--- src/rtl/dcmp_pkg.sv ---
package dcmp_pkg;

  localparam int NUM_CMP = 2;

  typedef enum logic {
    SEL_A = 1'b0,
    SEL_B = 1'b1
  } cmp_sel_e;

  // Output flip-flop next value: B match dominates, A match drives the level.
  function automatic logic out_next(input logic cur, input logic a_hit,
                                    input logic b_hit, input logic lvl);
    if (b_hit)      return ~lvl;
    else if (a_hit) return lvl;
    else            return cur;
  endfunction

  // Flag set event under the selected flag mode.
  function automatic logic flag_event(input logic a_hit, input logic b_hit,
                                      input logic both);
    return b_hit | (both & a_hit);
  endfunction

  // Sticky flag: set has priority over clear.
  function automatic logic flag_next(input logic cur, input logic set_evt,
                                     input logic clr);
    if (set_evt)  return 1'b1;
    else if (clr) return 1'b0;
    else          return cur;
  endfunction

endpackage

--- src/rtl/dcmp_timebase.sv ---
module dcmp_timebase #(
  parameter int CW = 16
) (
  input  logic          clk,
  input  logic          rst_n,
  input  logic          tick_en,
  input  logic [CW-1:0] b_act,
  output logic [CW-1:0] cnt,
  output logic          fresh,
  output logic          load_p
);

  localparam logic [CW-1:0] ONE = CW'(1);

  function automatic logic at_end(input logic [CW-1:0] c, input logic [CW-1:0] b);
    return c >= b;
  endfunction

  function automatic logic [CW-1:0] cnt_next(input logic [CW-1:0] c, input logic [CW-1:0] b);
    return at_end(c, b) ? ONE : c + ONE;
  endfunction

  logic wrap_now;
  assign wrap_now = at_end(cnt, b_act);

  always_ff @(posedge clk or negedge rst_n) begin
    if (!rst_n) begin
      cnt    <= '0;
      fresh  <= 1'b0;
      load_p <= 1'b0;
    end else begin
      fresh  <= tick_en;
      load_p <= tick_en & wrap_now;
      if (tick_en) cnt <= cnt_next(cnt, b_act);
    end
  end

  AST_WRAP_TO_ONE: assert property (@(posedge clk) disable iff (!rst_n)
    tick_en && (cnt >= b_act) |=> cnt == ONE);
  AST_IDLE_HOLD: assert property (@(posedge clk) disable iff (!rst_n)
    !tick_en |=> $stable(cnt));
  AST_LOAD_AT_ONE: assert property (@(posedge clk) disable iff (!rst_n)
    load_p |-> (cnt == ONE) && fresh);

endmodule

--- src/rtl/dcmp_regs.sv ---
module dcmp_regs
  import dcmp_pkg::*;
#(
  parameter int CW = 16
) (
  input  logic          clk,
  input  logic          rst_n,
  input  logic          wr_en,
  input  logic          wr_sel,
  input  logic [CW-1:0] wr_data,
  input  logic          load_p,
  input  logic          upd_hold,
  output logic [CW-1:0] a_act,
  output logic [CW-1:0] b_act,
  output logic [CW-1:0] a_buf,
  output logic          upd_p
);

  logic [NUM_CMP-1:0][CW-1:0] buf_w;
  logic [NUM_CMP-1:0][CW-1:0] act_w;

  assign upd_p = load_p & ~upd_hold;

  for (genvar g = 0; g < NUM_CMP; g++) begin : g_stage
    logic [CW-1:0] buf_q;
    logic [CW-1:0] act_q;
    logic          wr_hit;

    assign wr_hit = wr_en && (wr_sel == g[0]);

    always_ff @(posedge clk or negedge rst_n) begin
      if (!rst_n) begin
        buf_q <= '0;
        act_q <= '0;
      end else begin
        if (upd_p)  act_q <= buf_q;
        if (wr_hit) buf_q <= wr_data;
      end
    end

    assign buf_w[g] = buf_q;
    assign act_w[g] = act_q;
  end

  assign a_act = act_w[SEL_A];
  assign b_act = act_w[SEL_B];
  assign a_buf = buf_w[SEL_A];

  AST_HOLD_FREEZE: assert property (@(posedge clk) disable iff (!rst_n)
    load_p && upd_hold |=> $stable(a_act) && $stable(b_act));
  AST_LOAD_COPY: assert property (@(posedge clk) disable iff (!rst_n)
    upd_p |=> (a_act == $past(buf_w[SEL_A])) && (b_act == $past(buf_w[SEL_B])));
  AST_ACT_QUIET: assert property (@(posedge clk) disable iff (!rst_n)
    !load_p |=> $stable(a_act) && $stable(b_act));
  AST_BUF_B_WRITE: assert property (@(posedge clk) disable iff (!rst_n)
    wr_en && wr_sel |=> buf_w[SEL_B] == $past(wr_data));

endmodule

--- src/rtl/dcmp_outstage.sv ---
module dcmp_outstage
  import dcmp_pkg::*;
#(
  parameter int CW = 16
) (
  input  logic          clk,
  input  logic          rst_n,
  input  logic          fresh,
  input  logic [CW-1:0] cnt,
  input  logic [CW-1:0] a_act,
  input  logic [CW-1:0] b_act,
  input  logic [CW-1:0] a_buf,
  input  logic          upd_p,
  input  logic          act_level,
  input  logic          flag_on_both,
  input  logic          flag_clr,
  output logic          pwm_out,
  output logic          flag,
  output logic          a_hit,
  output logic          b_hit
);

  localparam logic [CW-1:0] ONE = CW'(1);

  // During an unheld load window a buffered A of 0 or 1 is used directly.
  function automatic logic a_bypass(input logic upd, input logic [CW-1:0] abuf);
    return upd && (abuf <= ONE);
  endfunction

  function automatic logic a_compare(input logic f, input logic byp,
                                     input logic [CW-1:0] c, input logic [CW-1:0] a);
    return f && (byp || (c == a));
  endfunction

  logic byp_now;
  logic set_evt;

  assign byp_now = a_bypass(upd_p, a_buf);
  assign a_hit   = a_compare(fresh, byp_now, cnt, a_act);
  assign b_hit   = fresh && (cnt == b_act);
  assign set_evt = flag_event(a_hit, b_hit, flag_on_both);

  always_ff @(posedge clk or negedge rst_n) begin
    if (!rst_n) begin
      pwm_out <= 1'b0;
      flag    <= 1'b0;
    end else begin
      pwm_out <= out_next(pwm_out, a_hit, b_hit, act_level);
      flag    <= flag_next(flag, set_evt, flag_clr);
    end
  end

  AST_A_LEVEL: assert property (@(posedge clk) disable iff (!rst_n)
    a_hit && !b_hit |=> pwm_out == $past(act_level));
  AST_B_WINS: assert property (@(posedge clk) disable iff (!rst_n)
    b_hit |=> pwm_out == !$past(act_level));
  AST_NO_HIT_HOLD: assert property (@(posedge clk) disable iff (!rst_n)
    !fresh |=> $stable(pwm_out));
  AST_BYPASS_MATCH: assert property (@(posedge clk) disable iff (!rst_n)
    upd_p && (a_buf <= ONE) && !b_hit |=> pwm_out == $past(act_level));
  AST_FLAG_SOURCE: assert property (@(posedge clk) disable iff (!rst_n)
    $rose(flag) |-> $past(b_hit || (flag_on_both && a_hit)));
  AST_FLAG_STICKY: assert property (@(posedge clk) disable iff (!rst_n)
    flag && !flag_clr |=> flag);
  AST_SET_OVER_CLR: assert property (@(posedge clk) disable iff (!rst_n)
    b_hit && flag_clr |=> flag);

endmodule

--- src/rtl/dcmp_pwm_chan.sv ---
module dcmp_pwm_chan #(
  parameter int CW = 16
) (
  input  logic          clk,
  input  logic          rst_n,
  input  logic          tick_en,
  input  logic          wr_en,
  input  logic          wr_sel,
  input  logic [CW-1:0] wr_data,
  input  logic          upd_hold,
  input  logic          flag_on_both,
  input  logic          act_level,
  input  logic          flag_clr,
  output logic          pwm_out,
  output logic          flag,
  output logic [CW-1:0] count
);

  logic [CW-1:0] cnt_w;
  logic [CW-1:0] a_act_w;
  logic [CW-1:0] b_act_w;
  logic [CW-1:0] a_buf_w;
  logic          fresh_w;
  logic          load_w;
  logic          upd_w;
  logic          a_hit_w;
  logic          b_hit_w;

  dcmp_timebase #(.CW(CW)) u_timebase (
    .clk    (clk),
    .rst_n  (rst_n),
    .tick_en(tick_en),
    .b_act  (b_act_w),
    .cnt    (cnt_w),
    .fresh  (fresh_w),
    .load_p (load_w)
  );

  dcmp_regs #(.CW(CW)) u_regs (
    .clk     (clk),
    .rst_n   (rst_n),
    .wr_en   (wr_en),
    .wr_sel  (wr_sel),
    .wr_data (wr_data),
    .load_p  (load_w),
    .upd_hold(upd_hold),
    .a_act   (a_act_w),
    .b_act   (b_act_w),
    .a_buf   (a_buf_w),
    .upd_p   (upd_w)
  );

  dcmp_outstage #(.CW(CW)) u_outstage (
    .clk         (clk),
    .rst_n       (rst_n),
    .fresh       (fresh_w),
    .cnt         (cnt_w),
    .a_act       (a_act_w),
    .b_act       (b_act_w),
    .a_buf       (a_buf_w),
    .upd_p       (upd_w),
    .act_level   (act_level),
    .flag_on_both(flag_on_both),
    .flag_clr    (flag_clr),
    .pwm_out     (pwm_out),
    .flag        (flag),
    .a_hit       (a_hit_w),
    .b_hit       (b_hit_w)
  );

  assign count = cnt_w;

  AST_B_HIT_ENDS_PERIOD: assert property (@(posedge clk) disable iff (!rst_n)
    b_hit_w && tick_en |=> count == CW'(1));
  AST_LOAD_ONLY_AT_BOUNDARY: assert property (@(posedge clk) disable iff (!rst_n)
    upd_w |-> (count == CW'(1)) && !a_hit_w || (count == CW'(1)));

endmodule

--- config.mk ---
export PLATFORM = sky130hd
export DESIGN_NAME = dcmp_pwm_chan
export DESIGN_NICKNAME = d
export VERILOG_FILES = /design/src/rtl/dcmp_pkg.sv /design/src/rtl/dcmp_timebase.sv /design/src/rtl/dcmp_regs.sv /design/src/rtl/dcmp_outstage.sv /design/src/rtl/dcmp_pwm_chan.sv
export SDC_FILE = /design/constraint.sdc
export NUM_CORES = 1
export LEC_CHECK = 0
export BUFFER_PORTS_ARGS = -buffer_cell sky130_fd_sc_hd__buf_2
export CORE_MARGIN = 2
export CORE_UTILIZATION = 45
export CTS_CLUSTER_SIZE = 12
export DETAILED_ROUTE_END_ITERATION = 7
export MAX_ROUTING_LAYER = met4
export PLACE_DENSITY = 0.72
export SYNTH_ARGS = -nofsm -noshare
export SYNTH_HDL_FRONTEND = slang
export SYNTH_SLANG_ARGS = --single-unit
--- constraint.sdc ---
create_clock -name clk -period 2.55 [get_ports clk]
set_input_delay 0.51 -clock clk [delete_from_list [all_inputs] [get_ports clk]]
set_output_delay 0.51 -clock clk [all_outputs]
set_load 0.05 [all_outputs]
==> out/metrics.yaml, run 1 <==
outcome: "completed"
drt-initial-drc-count: 88
start_util_pct: 46.87
crit_type: "flop to flop"
ys_seq_area_share_pct: 54.04
via_count: 2514
dr.pass1.iters: 7
finClkSkew_ns: 0.009952
io_buffers: 42
route.detailed.drc: 0
hp-class: "input port to asynchronous set/reset pin"
pre_cts_ws_ns: 0.5046
power.density_nw_per_um2: 960.1
hold-worst-slack_ns: 0.1651
required_ns: 2.84
crit_fanout: 5
cts_root_buf: "clkbuf_8"
p_leak_nw: 2.196
overflow: 0
mostFrequentLayoutCells: "84 x dfrtp_1, 64 x mux2_2, 41 x buf_2"
r2r_start: "u_timebase.cnt[11]"
r2r-end: "u_timebase.cnt[2]"
io-pin-count: 43
max_cap_violations: 0
min_period_ns: 2.076
grt_antenna_before_repair: 0
wl_per_cell_um: 16.43
end_kind: "flop"
antennaDiodeCount: 0
max_stage_delay_ns: 0.45
path_clk_slew_ns: 0.09
dieWidth_um: 96.98
totalWireLength_um: 7708
clockBufferDepth: 2
clock-sinks: 84
synth_top_area_cell: "dfrtp_1"
placed_area_um2: 4248
h-tree-depth: 3
startpoint_type: "flop"
path_cells: "ha_1, nand4_1, nor2_1, a221oi_1, nand3_1, nor2_1, a22o_1"
syn_inst: 310
drive_gt1_share_pct: 35.16
hpwl_um: 5657
path_delay_family: "simple AND/OR/NAND/NOR gates"
ff2ff_setup_slack_ns: 0.47
core_area_um2: 8299
fin_tns_setup_ns: 0
path_buf_inv: 0
postRouteAntennaNets: 0
nFillCells: 723
rr_worst_depth: 7
stdcell_area_um2: 4456
synth_cell_types: 32
die_area_um2: 9404
grt_pass1_vias: 2633
core.rowCount: 33
ys_top_cells_by_area: "dfrtp_1 54%, mux2_2 19%, xor2_1 5.6%"
slew_viol_final: 0
hold_violations: 0
crit_arrival_ns: 2.37
crit_slowest_cell: "dfrtp_1"
yosys_warnings: 0
grt_pass1_wl_um: 13300
clk_latency_ns: 0.35
finalSetupViolations: 0
post_cts_buffers: 0
cts-buffers-inserted: 9
cts_tree: "built"
place_congestion: 0.8563
synthToLayoutAreaGrowth_pct: 14.54
cts_resized: 0
yosys.area.top_type_share_pct: 54.04
fin_ws_ns: 0.4740
drt-vias-per-instance: 5.360
cts.hold.buffers_added: 0
cp_common_cell: "nor2_1"
syn-num-nets: 352
vdd_drop_max_mv: 0.2966
die_h_um: 96.98
syn_area_per_cell_um2: 12.55
synth-seq-cells: 84
fmax_mhz: 481.7
power.total_mw: 4.278
syn-cell-area_um2: 3890
relSlewSlack_pct: 52.87
finalCritPeriodShare_pct: 81.41
fin_nets: 401
layout_commonest_cell: "dfrtp_1"
grt_use_total_pct: 18.15
grt_max_degree: 49
worst_pin_slew_ns: 0.7052
rsz0062_at_grt: "no"
-- routing by layer --
metal | vias up | share of wire, % | track usage, %
met5 | - | 0 | -
met4 | 0 | 1.7 | 6.284
met3 | 11 | 3.6 | 3.396
met2 | 64 | 47 | 27.35
met1 | 1243 | 48 | 24.88
li1 | 1196 | - | -
-- where the power goes --
group / switching, mW / total, mW / internal (mW)
logic: 0.689 / 1.27 / 0.583
registers: 0.320 / 2.01 / 1.69
clock network: 0.505 / 1.00 / 0.494
-- stage by stage --
stage,std cells,utilization (%)
floorplan,310,-
global placement,453,51.18
detailed placement,453,51.18
CTS,469,53.69
global route,469,53.69
finish,469,53.69
-- sequential cells by signal, indices dropped and copies added (netlist names) --
register	cells
u_regs.a_buf	16
u_regs.g_stage.buf_q	16
u_regs.b_act	16
u_timebase.fresh	1
u_timebase.cnt	16
u_outstage.flag	1
u_timebase.load_p	1
u_regs.a_act	16
u_outstage.pwm_out	1
-- cell usage after synthesis --
library cell / count
a21boi_2: 1
a21o_1: 2
a21oi_1: 8
a221oi_1: 1
a22o_1: 2
a31oi_1: 1
and3_1: 4
and4_1: 4
buf_2: 2
clkbuf_1: 7
dfrtp_1: 84
ha_1: 17
inv_1: 20
mux2_2: 64
mux2i_1: 2
nand2_1: 9
nand2b_1: 1
nand3_1: 9
nand4_1: 7
nor2_1: 15
nor2b_1: 3
nor3_1: 2
nor4_1: 6
nor4_2: 1
o21ai_0: 2
o21ai_1: 5
o22ai_1: 1
o2bb2ai_1: 1
or3_1: 1
or4_1: 1
xnor2_1: 2
xor2_1: 25
-- final cells by class --
type                    instances  area (µm²)  share of cell area [%]
well taps                     105       131.4                   2.949
flip-flops and latches         84        2102                   47.18
inverters                      20       75.07                   1.685
clock inverters                 5       66.31                   1.488
multi-input cells             197        1677                   37.63
repair buffers                 47       262.8                   5.897
clock buffers                  11       141.4                   3.173
-- worst register-to-register path, delay by kind of cell (launching register included) --
kind	cells	cell delay (ns)
compound gates	2	0.52
flops	1	0.45
fa+ha+maj	1	0.36
simple gates	4	0.68
-- worst max-delay path by stage --
stage / startpoint / cells past startpoint / slack [ns] / endpoint
2_1_floorplan: u_timebase.cnt[7] / 7 / 0.40 / u_timebase.cnt[0]
3_3_place_gp: u_timebase.cnt[2] / 7 / 0.53 / u_timebase.cnt[4]
3_5_place_dp: u_timebase.cnt[2] / 7 / 0.50 / u_timebase.cnt[4]
4_1_cts: u_timebase.cnt[11] / 7 / 0.48 / u_timebase.cnt[2]
5_1_grt: u_timebase.cnt[7] / 7 / 0.25 / u_timebase.cnt[2]
6_report: u_timebase.cnt[11] / 7 / 0.47 / u_timebase.cnt[2]
-- logic make-up (layout without fill, tap and decap cells) --
logic type | count (synthesis) | after routing | share of synthesized area (%)
flops | 84 | 84 | 54.04
mux | 66 | 66 | 19.04
simple gates | 63 | 63 | 8.684
buf+inv | 29 | 83 | 2.863
xor+xnor | 27 | 27 | 6.079
compound gates | 24 | 24 | 3.828
fa+ha+maj | 17 | 17 | 5.468
(Power assumes the default switching activity.)
==> inputs of run 2 (changes only) <==
==> constraint.sdc (replaced) <==
create_clock -name clk -period 2.2 [get_ports clk]
set_input_delay 0.44 -clock clk [delete_from_list [all_inputs] [get_ports clk]]
set_output_delay 0.44 -clock clk [all_outputs]
set_load 0.05 [all_outputs]
==> out/metrics.yaml, run 2 (synthesis results as in run 1) <==
outcome: "completed"
drt-vias-per-instance: 5.391  # +0.58%
place_congestion: 0.9117  # +6.5%
synthToLayoutAreaGrowth_pct: 15.73
path_cells: "ha_1, a21oi_1, nand2_1, a221oi_2, nand3_2, nor2_1, a21oi_1"
cp-startpoint: "u_timebase.cnt[14]"
ff2ff_setup_slack_ns: 0.20  # -0.27 ns
grt_pass1_wl_um: 13630  # +2.4%
start_util_pct: 46.87  # unchanged
clockBufferDepth: 2  # unchanged
h-tree-depth: 3  # unchanged
finClkSkew_ns: 0.008971  # -0.0009807 ns
rsz0062_at_grt: "no"
relSlewSlack_pct: 70.20  # +17 points
startpoint_type: "flop"
via_count: 2577  # +2.5%
fin_tns_setup_ns: 0  # unchanged
path_clk_slew_ns: 0.08  # about the same
finalCritPeriodShare_pct: 90.84  # +9.4 points
r2r_start: "u_timebase.cnt[14]"
min_period_ns: 1.998  # -0.07759 ns
cp_common_cell: "a21oi_1"
max_stage_delay_ns: 0.45  # about the same
vdd_drop_max_mv: 0.3570  # +20%
end_kind: "flop"
postRouteAntennaNets: 0  # unchanged
hp-class: "input port to asynchronous set/reset pin"
hpwl_um: 5949  # +5.2%
cts_tree: "built"
crit_slowest_cell: "dfrtp_1"
drive_gt1_share_pct: 37.27  # +2.1 points
dieWidth_um: 96.98  # unchanged
mostFrequentLayoutCells: "84 x dfrtp_1, 64 x mux2_2, 41 x buf_2"
path_buf_inv: 0  # unchanged
antennaDiodeCount: 0  # unchanged
r2r-end: "u_timebase.cnt[0]"
overflow: 0  # unchanged
fmax_mhz: 500.4  # +3.9%
p_leak_nw: 2.228  # +1.5%
core_area_um2: 8299  # unchanged
required_ns: 2.43  # -0.41 ns
max_cap_violations: 0  # unchanged
hold_violations: 0  # unchanged
rr_worst_depth: 7  # unchanged
cts_root_buf: "clkbuf_8"
io-pin-count: 43  # unchanged
dr.pass1.iters: 4  # -3
power.density_nw_per_um2: 1081  # +13%
drt-initial-drc-count: 84  # -4.5%
cts-buffers-inserted: 9  # unchanged
io_buffers: 42  # unchanged
wl_per_cell_um: 16.55  # +0.68%
cts.hold.buffers_added: 0  # unchanged
totalWireLength_um: 7909  # +2.6%
grt_max_degree: 85  # +73%
die_area_um2: 9404  # unchanged
route.detailed.drc: 0  # unchanged
crit_fanout: 5  # unchanged
post_cts_buffers: 0  # unchanged
grt_pass1_vias: 2669  # +1.4%
finalSetupViolations: 0  # unchanged
crit_type: "flop to flop"
core.rowCount: 33  # unchanged
power.total_mw: 4.868  # +14%
path_delay_family: "compound AO/OA/AOI/OAI gates"
fin_nets: 411  # +2.5%
final_util_pct: 54.24  # +0.56 points
clock-sinks: 84  # unchanged
layout_commonest_cell: "dfrtp_1"
cts_resized: 0  # unchanged
die_h_um: 96.98  # unchanged
grt_antenna_before_repair: 0  # unchanged
worst_pin_slew_ns: 0.4469  # -0.2582 ns
grt_use_total_pct: 18.75  # +0.60 points
crit_arrival_ns: 2.23  # -0.14 ns
clk_latency_ns: 0.35  # about the same
slew_viol_final: 0  # unchanged
run 2: worst reg2reg max path, cell delays in order, from the launching register on:
cell and delay, ns:
dfrtp_1 0.45, ha_1 0.36, a21oi_1 0.16, nand2_1 0.09, a221oi_2 0.31, nand3_2 0.19
nor2_1 0.22, a21oi_1 0.10
run 2: layout make-up:
type	count	area, µm²
timing repair buffer	57	337.8
clock buffer	10	127.6
tap	105	131.4
inverter	20	75.07
multi-input combinational	197	1688
clock inverter	5	40.04
sequential	84	2102
fill	712	3797
run 2: worst max-delay path by stage:
stage                              to  slack (ns)  depth (start not counted)
floorplan           u_timebase.cnt[0]        0.05                          7
global placement    u_timebase.cnt[2]        0.27                          8
detailed placement  u_timebase.cnt[0]        0.11                          7
CTS                 u_timebase.cnt[0]        0.10                          7
global route        u_timebase.cnt[4]        0.06                          7
finish              u_timebase.cnt[0]        0.20                          7
run 2: metrics by stage:
| step | area [µm²] | std cells | worst slack, ns | hold slack (ns) |
|---|---|---|---|---|
| 5_1_grt | 4502 | 478 | 0.06048 | 0.1255 |
| 3_5_place_dp | 4323 | 463 | 0.1143 | 0.4902 |
| 6_report | 4502 | 478 | 0.2016 | 0.09545 |
| 3_3_place_gp | 4323 | 463 | 0.2681 | 0.4813 |
| 2_1_floorplan | 3890 | 310 | 0.04973 | 0.1444 |
| 4_1_cts | 4491 | 478 | 0.1003 | 0.1190 |
run 2: report_power, final:
group | internal [mW] | switching (mW) | leakage (nW) | total [mW]
clock | 0.407 | 0.550 | 0.0746 | 0.958
sequential | 1.96 | 0.266 | 1.05 | 2.22
combinational | 0.745 | 0.943 | 1.11 | 1.69
run 2: metal layers:
metal	track usage [%]	part of all wire (%)	wire (µm)	vias to the layer above
met2	26.92	45	3563	69
met3	3.902	5.8	462	20
li1	-	-	-	1205
met1	26.27	47	3697	1283
met4	7.259	2.4	186	0
met5	-	0	0	-
==> inputs of run 3 (changes only) <==
--- a/config.mk
+++ b/config.mk
@@ -11,7 +11,7 @@
 export CTS_CLUSTER_SIZE = 12
 export DETAILED_ROUTE_END_ITERATION = 7
 export MAX_ROUTING_LAYER = met4
-export PLACE_DENSITY = 0.72
+export PLACE_DENSITY = 0.73
 export SYNTH_ARGS = -nofsm -noshare
 export SYNTH_HDL_FRONTEND = slang
 export SYNTH_SLANG_ARGS = --single-unit
==> out/metrics.yaml, run 3 (synthesis results as in run 1) <==
crit_fanout: 5  # unchanged
fin_nets: 411  # unchanged
core_area_um2: 8299  # unchanged
power.density_nw_per_um2: 1111  # +2.7%
final_cell_count_no_fill: 479  # +0.21%
finalCritPeriodShare_pct: 92.34  # +1.5 points
crit_arrival_ns: 2.32  # +0.09 ns
startpoint_type: "flop"
crit_type: "flop to flop"
hold_violations: 0  # unchanged
clock_power_share_pct: 22.5  # +2.8 points
pwr-share-comb_pct: 33.2  # -1.5 points
route.detailed.drc: 0  # unchanged
crit_cells: 8  # +1
final_util_pct: 54.74  # +0.50 points
endpoint: "u_timebase.cnt[3]"
crit_slowest_cell: "dfrtp_1"
io_buffers: 42  # unchanged
dieWidth_um: 96.98  # unchanged
path_cells: "ha_1, nand4_1, nor2_1, a221oi_2, nand3_1, buf_4, a21oi_1, a21o_1"
hp-class: "input port to asynchronous set/reset pin"
stdcell_area_um2: 4543  # +0.92%
grt_max_degree: 52  # -39%
r2r-end: "u_timebase.cnt[3]"
path_delay_family: "compound AO/OA/AOI/OAI gates"
outcome: "completed"
relSlewSlack_pct: 70.66  # +0.45 points
rsz0062_at_grt: "no"
cts_root_buf: "clkbuf_8"
hpwl_um: 6042  # +1.6%
via_count: 2570  # -0.27%
cts-buffers-inserted: 9  # unchanged
core.rowCount: 33  # unchanged
required_ns: 2.49  # +0.06 ns
postRouteAntennaNets: 0  # unchanged
drt-initial-drc-count: 152  # +81%
worst_pin_slew_ns: 0.4401  # -0.006823 ns
cts_tree: "built"
die_h_um: 96.98  # unchanged
max_stage_delay_ns: 0.45  # about the same
grt_use_total_pct: 18.60  # -0.15 points
clock-sinks: 84  # unchanged
power_frac_seq_pct: 44.3  # -1.3 points
overflow: 0  # unchanged
fmax_mhz: 492.2  # -1.6%
finClkSkew_ns: 0.01087  # +0.001902 ns
place_congestion: 0.9180  # +0.69%
grt_pass1_wl_um: 13540  # -0.66%
io-pin-count: 43  # unchanged
ff2ff_setup_slack_ns: 0.17  # -0.03 ns
mostFrequentLayoutCells: "84 x dfrtp_1, 64 x mux2_2, 41 x buf_2"
clk_latency_ns: 0.35  # about the same
power.switching_mw: 1.785  # +1.5%
max_cap_violations: 0  # unchanged
grt_antenna_before_repair: 0  # unchanged
fin_tns_setup_ns: 0  # unchanged
p_leak_nw: 2.243  # +0.65%
path_clk_slew_ns: 0.09  # about the same
h-tree-depth: 3  # unchanged
finalSetupViolations: 0  # unchanged
drive_gt1_share_pct: 37.70  # +0.44 points
die_area_um2: 9404  # unchanged
r2r_start: "u_timebase.cnt[11]"
power.internal_mw: 3.262  # +4.9%
drt-vias-per-instance: 5.365  # -0.48%
grt_pass1_vias: 2670  # +0.037%
wl_per_cell_um: 16.57  # +0.13%
layout_commonest_cell: "dfrtp_1"
rr_worst_depth: 8  # +1
switching_share_pct: 35.38  # -0.77 points
placed_area_um2: 4315  # -0.17%
totalWireLength_um: 7936  # +0.34%
synthToLayoutAreaGrowth_pct: 16.79
path_buf_inv: 1  # +1
hold-worst-slack_ns: 0.02213  # -0.07332 ns
antennaDiodeCount: 0  # unchanged
clockBufferDepth: 2  # unchanged
slew_viol_final: 0  # unchanged
cp-startpoint: "u_timebase.cnt[11]"
min_period_ns: 2.032  # +0.03308 ns
start_util_pct: 46.87  # unchanged
dr.pass1.iters: 4  # unchanged
vdd_drop_max_mv: 0.3431  # -3.9%
dp_cells: 462  # -0.22%
end_kind: "flop"
[run 3: cell types whose count changed in the layout (fill, tap and decap cells not counted)]
cell	change
bufinv_16	+1
nor4_1	-1
clkinv_4	-2
clkbuf_1	-1
nor4_2	+1
inv_6	+2
nand3_2	-1
nand3_1	+1
clkbuf_8	+1
[run 3: repair_timing]
item | CTS | global route
hold buffers | 0 | 0
setup endpoints to repair | 0 | 3
resized for setup | 0 | 2
buffers inserted | 0 | 1
[run 3: worst min path at each step]
stage               start                     endpoint  slack (ns)  cells after the start
finish              rst_n  u_regs.g_stage[1].buf_q[11]        0.02                      1
global route        rst_n  u_regs.g_stage[1].buf_q[11]        0.04                      1
CTS                 rst_n  u_regs.g_stage[1].buf_q[11]        0.03                      1
detailed placement  rst_n  u_regs.g_stage[1].buf_q[11]        0.42                      1
global placement    rst_n  u_regs.g_stage[1].buf_q[11]        0.41                      1
floorplan           rst_n              u_outstage.flag        0.14                      0
[run 3: per-layer routing]
metal	part of all wire (%)	wire length (µm)	global-route usage (%)	vias up
met2	45	3584	27.40	65
li1	-	-	-	1217
met5	0	0	-	-
met4	2.1	167	6.176	0
met3	5.0	398	3.685	15
met1	48	3786	26.02	1273
[run 3: through the flow]
| stage | power [mW] | setup slack [ns] |
|---|---|---|
| final | 5.047 | 0.1685 |
| after global placement | 3.844 | 0.2593 |
| after CTS | 5.057 | 0.1320 |
| after detailed placement | 3.928 | 0.1592 |
| after floorplan | 3.367 | 0.04973 |
| after global routing | 5.383 | 0.04067 |
[run 3: worst register-to-register path: stages, from the launching register on]
cell and delay [ns]:
dfrtp_1 0.45, ha_1 0.36, nand4_1 0.20, nor2_1 0.08, a221oi_2 0.29, nand3_1 0.21, buf_4 0.19, a21oi_1 0.11
a21o_1 0.10
[run 3: layout make-up]
class	count	area (µm²)
Fill cell	694	3756
Sequential cell	84	2102
Multi-Input combinational cell	197	1689
Timing Repair Buffer	57	337.8
Clock buffer	10	137.6
Tap cell	105	131.4
Inverter	20	75.07
Clock inverter	6	70.07
[run 3: power by group through the flow]
| stage | clock network, mW | logic, mW | registers (mW) |
|---|---|---|---|
| detailed placement | 0 | 1.65 | 2.27 |
| finish | 1.14 | 1.67 | 2.24 |
| global route | 1.24 | 1.84 | 2.30 |
| CTS | 1.16 | 1.66 | 2.24 |
| floorplan | 0 | 0.919 | 2.45 |
| global placement | 0 | 1.60 | 2.24 |
